[src/rtl/scanline_pkg.sv]
package scanline_pkg;

    typedef enum logic {
        GEOM_STD = 1'b0,
        GEOM_ALT = 1'b1
    } geom_e;

    typedef struct packed {
        logic  en;
        geom_e geom;
    } stripe_cfg_t;

    localparam stripe_cfg_t CFG_RESET = '{en: 1'b0, geom: GEOM_STD};

    function automatic int geom_period(geom_e g, int std_p, int alt_p);
        return (g == GEOM_ALT) ? alt_p : std_p;
    endfunction

    function automatic int max_of(int a, int b);
        return (a > b) ? a : b;
    endfunction

endpackage

[src/rtl/scanline_phase.sv]
module scanline_phase
    import scanline_pkg::*;
#(
    parameter int STD_PERIOD = 3,
    parameter int ALT_PERIOD = 2,
    localparam int MAXP = max_of(STD_PERIOD, ALT_PERIOD),
    localparam int PW   = (MAXP > 2) ? $clog2(MAXP) : 1
) (
    input  logic clk,
    input  logic rst,
    input  logic in_valid,
    input  logic in_sof,
    input  logic in_eol,
    input  logic strap_en,
    input  logic mode_alt,
    output logic blank_req
);

    stripe_cfg_t cfg_q, cfg_cur;
    logic [PW-1:0] ph_q, ph_cur, ph_nxt, last_cur, last_q;
    logic frame_start;

    assign frame_start = in_valid && in_sof;

    always_comb begin
        if (frame_start) begin
            cfg_cur.en   = strap_en;
            cfg_cur.geom = mode_alt ? GEOM_ALT : GEOM_STD;
        end else begin
            cfg_cur = cfg_q;
        end
        last_cur = PW'(geom_period(cfg_cur.geom, STD_PERIOD, ALT_PERIOD) - 1);
        last_q   = PW'(geom_period(cfg_q.geom, STD_PERIOD, ALT_PERIOD) - 1);
        ph_cur   = frame_start ? '0 : ph_q;
        if (in_valid && in_eol)
            ph_nxt = (ph_cur == last_cur) ? '0 : ph_cur + 1'b1;
        else
            ph_nxt = ph_cur;
        blank_req = cfg_cur.en && (ph_cur == last_cur);
    end

    always_ff @(posedge clk) begin
        if (rst) begin
            cfg_q <= CFG_RESET;
            ph_q  <= '0;
        end else begin
            cfg_q <= cfg_cur;
            ph_q  <= ph_nxt;
        end
    end

    AST_PHASE_RANGE: assert property (@(posedge clk) disable iff (rst)
        ph_q <= last_q);

    AST_HOLD_ON_IDLE: assert property (@(posedge clk) disable iff (rst)
        !in_valid |=> $stable(ph_q));

    AST_CFG_FRAME_LOCK: assert property (@(posedge clk) disable iff (rst)
        !frame_start |=> $stable(cfg_q));

endmodule

[src/rtl/scanline_shade.sv]
module scanline_shade #(
    parameter int PIX_W = 24
) (
    input  logic             clk,
    input  logic             rst,
    input  logic             in_valid,
    input  logic             in_sof,
    input  logic             in_eol,
    input  logic [PIX_W-1:0] in_pixel,
    input  logic             blank_req,
    output logic             out_valid,
    output logic             out_sof,
    output logic             out_eol,
    output logic [PIX_W-1:0] out_pixel
);

    always_ff @(posedge clk) begin
        if (rst) begin
            out_valid <= 1'b0;
            out_sof   <= 1'b0;
            out_eol   <= 1'b0;
            out_pixel <= '0;
        end else begin
            out_valid <= in_valid;
            out_sof   <= in_sof;
            out_eol   <= in_eol;
            out_pixel <= (in_valid && blank_req) ? '0 : in_pixel;
        end
    end

    AST_BLACK_FULL: assert property (@(posedge clk) disable iff (rst)
        (in_valid && blank_req) |=> (out_pixel == '0));

    AST_PASS_CLEAN: assert property (@(posedge clk) disable iff (rst)
        !(in_valid && blank_req) |=> (out_pixel == $past(in_pixel)));

    AST_VALID_DELAY: assert property (@(posedge clk) disable iff (rst)
        in_valid |=> out_valid);

    AST_IDLE_DELAY: assert property (@(posedge clk) disable iff (rst)
        !in_valid |=> !out_valid);

endmodule

[src/rtl/scanline_overlay.sv]
module scanline_overlay #(
    parameter int CH_W       = 8,
    parameter int STD_PERIOD = 3,
    parameter int ALT_PERIOD = 2,
    localparam int PIX_W = 3 * CH_W
) (
    input  logic             clk,
    input  logic             rst,
    input  logic             in_valid,
    input  logic             in_sof,
    input  logic             in_eol,
    input  logic [PIX_W-1:0] in_pixel,
    input  logic             strap_en,
    input  logic             mode_alt,
    output logic             out_valid,
    output logic             out_sof,
    output logic             out_eol,
    output logic [PIX_W-1:0] out_pixel
);

    logic blank_req;

    scanline_phase #(
        .STD_PERIOD(STD_PERIOD),
        .ALT_PERIOD(ALT_PERIOD)
    ) phase_i (
        .clk      (clk),
        .rst      (rst),
        .in_valid (in_valid),
        .in_sof   (in_sof),
        .in_eol   (in_eol),
        .strap_en (strap_en),
        .mode_alt (mode_alt),
        .blank_req(blank_req)
    );

    scanline_shade #(
        .PIX_W(PIX_W)
    ) shade_i (
        .clk      (clk),
        .rst      (rst),
        .in_valid (in_valid),
        .in_sof   (in_sof),
        .in_eol   (in_eol),
        .in_pixel (in_pixel),
        .blank_req(blank_req),
        .out_valid(out_valid),
        .out_sof  (out_sof),
        .out_eol  (out_eol),
        .out_pixel(out_pixel)
    );

endmodule

[config.mk]
export PLATFORM = sky130hd
export DESIGN_NAME = scanline_overlay
export DESIGN_NICKNAME = d
export VERILOG_FILES = /design/src/rtl/scanline_pkg.sv /design/src/rtl/scanline_phase.sv /design/src/rtl/scanline_shade.sv /design/src/rtl/scanline_overlay.sv
export SDC_FILE = /design/constraint.sdc
export NUM_CORES = 1
export LEC_CHECK = 0
export BUFFER_PORTS_ARGS = -buffer_cell sky130_fd_sc_hd__buf_2
export CAP_MARGIN = 5
export CELL_PAD_IN_SITES_DETAIL_PLACEMENT = 0
export CELL_PAD_IN_SITES_GLOBAL_PLACEMENT = 1
export CORE_UTILIZATION = 30
export CTS_CLUSTER_DIAMETER = 200
export DETAILED_ROUTE_END_ITERATION = 16
export GPL_ROUTABILITY_DRIVEN = 0
export PLACE_DENSITY = 0.82
export SYNTH_ARGS = -nofsm -noshare
export SYNTH_HDL_FRONTEND = slang
export SYNTH_SLANG_ARGS = --single-unit
[constraint.sdc]
create_clock -name clk -period 1.55 [get_ports clk]
set_input_delay 0 -clock clk [delete_from_list [all_inputs] [get_ports clk]]
set_output_delay 0 -clock clk [all_outputs]
set_load 0.1 [all_outputs]
### Yosys cells after proc, flatten, opt, wreduce, memory -nomap -nowiden

Index checks and enable logic that the tools add are counted.

| word-level totals | value |
|---|---|
| register bits | 31 |
| bits in latches | 0 |
| bits in writable memories | 0 |
| ROM bits | 0 |
| input port bits | 31 |
| output and inout bits | 27 |
| memories | 0 |

| cells by class | value |
|---|---|
| $add $sub $neg | 2 |
| multipliers | 0 |
| divide/modulo/power cells | 0 |
| order comparisons | 0 |
| equal/unequal tests | 1 |
| shift-type cells | 0 |
| mux-type cells | 6 |
| bitwise gates (word level) | 0 |
| reductions and logical operators | 5 |

Operators with widths:

| cell | number |
|---|---|
| 2-bit 2-to-1 mux | 4 |
| 1-bit logical AND | 4 |
| 2-bit by 1-bit adder with 2-bit output (second input constant) | 1 |
| 2-bit == test | 1 |
| 1-bit 2-to-1 mux | 2 |
| 2-bit OR reduction | 1 |
| 2-bit subtractor (second input constant) | 1 |

### Depth between registers and ports, before layout

| depth | value |
|---|---|
| depth after elaboration | 8 |
| gate-level depth with buffers | 4 |

### Cells and area by module

From an unflattened synthesis, not the netlist that was laid out.

| unflattened totals | value |
|---|---|
| cells, all modules | 80 |
| area total of the unflattened synthesis | 944.7 um2 |

Modules (own cells, without submodules):

| module | times used | cells an instance | area an instance (um2) | sequential area each (um2) |
|---|---|---|---|---|
| scanline_shade | 1 | 57 | 748.2 | 540.5 |
| scanline_phase | 1 | 23 | 196.4 | 80.1 |

### Least setup slack after synthesis

OpenSTA, ideal clock, no wires.

| path | value |
|---|---|
| path kind | flip-flop to flip-flop |
| start | reg phase_i.ph_q[0] |
| end | reg shade_i.out_pixel[10] |
| setup time | 0.133 ns |
| data arrival time | 1.284 ns |
| required time | 1.417 ns |
| setup slack | 0.133 ns |
| cell stages (with the launch flop) | 5 |
| period minus slack after synthesis | 1.417 ns |
| cell sequence | dfxtp_1 or3b_4 a211oi_4 buf_6 nor3b_1 |

| between the ends | value |
|---|---|
| longest elaborated chain between the ends | 5 |

Ends and longest elaborated chain:

| item | RTL line | source |
|---|---|---|
| start: declaration | scanline_phase.sv:20 | `logic [PW-1:0] ph_q, ph_cur, ph_nxt, last_cur, last_q;` |
| start signal: assignment | scanline_phase.sv:48 | `ph_q <= ph_nxt;` |
| 2-bit 2-to-1 mux | scanline_phase.sv:34 | `ph_cur = frame_start ? '0 : ph_q;` |
| 2-bit == test | scanline_phase.sv:39 | `blank_req = cfg_cur.en && (ph_cur == last_cur);` |
| 1-bit logical AND | scanline_phase.sv:39 |  |
| 1-bit logical AND | scanline_shade.sv:27 | `out_pixel <= (in_valid && blank_req) ? '0 : in_pixel;` |
| 2-bit OR reduction (no line) | -- |  |
| end signal: assignment | scanline_shade.sv:27 |  |
| end: declaration | scanline_shade.sv:14 | `output logic [PIX_W-1:0] out_pixel` |

No other way between the ends.
A chain may end at the register's enable or synchronous reset.

### Worst setup path in the final report

| path | value |
|---|---|
| start | reg phase_i.ph_q[1] |
| end | reg shade_i.out_pixel[12] |

The elaborated chain is that of the path after synthesis.

==> results.yml <==
critical_path:
  crit_required_ns: 1.75
  cp.arrival_ns: 1.68
  critPathKind: "reg2reg"
  endpoint_kind: "flop"
  ff2ff_path_depth: 4
  r2r_setup_slack_ns: 0.07
  path_max_fanout: 19
  r2r_start: "phase_i.ph_q[1]$_SDFF_PP0_"
  worstSetupStartpointType: "flop"
  timing.rr.end: "shade_i.out_pixel[12]$_SDFF_PP0_"
timing:
  tns_ns: 0
  fin_crit_sh: 0.952
  maxSlewHeadroom: 0.673
  fin_hold_ws_ns: 0.0262
  setup_slack_ns: 0.0738
  worstMarginPinSlew_ns: 0.494
  timing.fmax_mhz: 677
  rsz0062_at_grt: "no"
  slew_viol_final: 0
  setup_viol_count_final: 0
  finalCriticalPeriod_ns: 1.48
  fin_skew_ns: 0.0163
  hold_viol_final: 0
detailed_routing:
  routed_wl_um: 2510
  drc: 0
  wl_per_cell_um: 11.3
  via_per_inst: 4.30
  dr.pass1.iters: 4
  num_vias: 958
  antenna_left: 0
  first_iter_violations: 38
yosys:
  synth_top_area_cell: "dfxtp_1"
  synth_top_area_frac: 0.621
  syn_area_um2: 1000
  ys_types: 18
  yosysSeqAreaShare: 0.621
  synth_area_leaders: "dfxtp_1, nor3b_1, nor2b_1, buf_6, a211oi_4"
  synth_cells: 85
  avgSynthCellArea_um2: 11.8
  yosys_warnings: 0
  syn-num-nets: 116
  ys_ff_latch: 31
cts:
  cts_made_buffers: 5
  cts_buffer_depth: 2
  cts.sinks: 31
  cts_root_buf: "clkbuf_4"
  clk_pin_slew_ns: 0.11
  post_cts_buffers: 0
  insertion_delay_ns: 0.33
  cts_tree: "yes"
  ctsResizeCount: 0
  htreeDepth: 2
  cts_hold_buf: 31
floorplanning:
  die_w_um: 59.7
  die_h_um: 59.7
  dieArea_um2: 3570
  initial_core_util: 0.322
  core_region_area_um2: 3100
  num_rows: 20
  pin_count: 58
hold_path:
  hold_class: "in2reg"
  min_delay_path_depth: 2
  hold_path.startpoint: "rst"
  holdPathEnd: "shade_i.out_sof$_SDFF_PP0_"
power:
  switching_share: 0.317
  pwr-share-comb: 0.237
  ir_drop_mv: 0.703
  p_leak_nw: 0.779
  pwr-share-seq: 0.430
  power_frac_clock: 0.333
  p_switching_uw: 627
  internal_power_mw: 1.35
  power_density_nw_per_um2: 1140
global_route:
  first_global_vias: 891
  gr-total-overflow: 0
  grt_util_met1: 0.135
  grt_pass1_wl_um: 3670
  grt_max_degree: 20
  met3_usage: 0.0584
  antenna_found_initial: 0
  grt_util_met2: 0.262
  track_usage: 0.145
  grt.busiest_layer: "met2"
run:
  drv.max_cap_violation_count: 0
placement:
  io_buffers: 57
  dpl.hpwl_um: 1590
  place_ws_ns: 0.0976
layout:
  layout-drive-gt1-share: 0.397
  nFillCells: 290
  diodes: 0
  area_growth_pct: 73.8
  final_nets: 209
run_status:
  status: "finished, final reports clean"
cells in the mapped netlist:
cell      instances
inv_1             1
nor3b_2           1
a221oi_1          1
dfxtp_1          31
a21oi_1           3
buf_6             2
nor2b_1           4
clkbuf_1          3
nand3_1           2
or3b_4            1
nand2_1           5
o21ai_0           2
o31ai_1           1
nor3b_1          23
nand3b_1          2
or2b_1            1
or4_1             1
a211oi_4          1
flip-flops by register name, indices dropped and copies added (netlist names):
signal	flops
shade_i.out_pixel	24
phase_i.cfg_q	2
phase_i.ph_q	2
shade_i.out_eol	1
shade_i.out_sof	1
shade_i.out_valid	1
critical path: stages, from the launching register on:
cell,delay (ns)
dfxtp_1,0.38
or3b_4,0.40
a211oi_4,0.31
buf_12,0.19
nor3b_1,0.06
cell families after synthesis:
| kind of cell | synth area share |
|---|---|
| buffers and inverters | 0.0375 |
| AO/OA/AOI/OAI | 0.0613 |
| AND/OR/NAND/NOR | 0.280 |
| flip-flops | 0.621 |
power by group through the flow:
| stage | logic (mW) | clock network [mW] | registers (mW) |
|---|---|---|---|
| floorplan | 0.0488 | 0 | 1.14 |
| global placement | 0.404 | 0 | 0.868 |
| detailed placement | 0.410 | 0 | 0.869 |
| CTS | 0.468 | 0.673 | 0.851 |
| global route | 0.487 | 0.701 | 0.855 |
| finish | 0.469 | 0.657 | 0.850 |
worst max-delay path by stage:
stage	endpoint	depth (start not counted)	from
2_1_floorplan	shade_i.out_pixel[10]$_SDFF_PP0_	4	phase_i.ph_q[0]$_SDFF_PP0_
4_1_cts	shade_i.out_pixel[12]$_SDFF_PP0_	4	phase_i.ph_q[1]$_SDFF_PP0_
5_1_grt	shade_i.out_pixel[12]$_SDFF_PP0_	4	phase_i.ph_q[1]$_SDFF_PP0_
6_report	shade_i.out_pixel[12]$_SDFF_PP0_	4	phase_i.ph_q[1]$_SDFF_PP0_
3_3_place_gp	shade_i.out_pixel[14]$_SDFF_PP0_	4	phase_i.ph_q[0]$_SDFF_PP0_
3_5_place_dp	shade_i.out_pixel[15]$_SDFF_PP0_	4	phase_i.ph_q[1]$_SDFF_PP0_
per-stage QoR:
stage	std cells	total power, mW	util	cell area [um^2]
finish	223	1.98	0.560	1740
global route	223	2.04	0.560	1740
CTS	223	1.99	0.560	1740
detailed placement	184	1.28	0.432	1340
global placement	184	1.27	0.432	1340
floorplan	85	1.19	-	1000
routing by layer:
metal	wire length (um)	part of all wire
met1	1060	0.42
met5	0	0
met4	53	0.021
met3	178	0.071
met2	1220	0.49
cell type report:
class | count | area [um^2] | area share
clock buffers | 6 | 51.3 | 0.0295
clock inverters | 2 | 35.0 | 0.0202
inverters | 1 | 3.75 | 0.00216
multi-input cells | 48 | 342 | 0.197
flip-flops and latches | 31 | 621 | 0.357
well taps | 44 | 55.1 | 0.0317
repair buffers | 91 | 631 | 0.363
cell usage in the layout, fill, tap and decap left out, drive strengths merged, types with 2 or more instances in the layout:
master,count
o21ai,2
dlygate4sd3,31
dfxtp,31
clkbuf,6
buf,60
nand3b,2
nor2b,4
a21oi,3
nand2,5
nand3,2
nor3b,24
(Power assumes the default switching activity.)
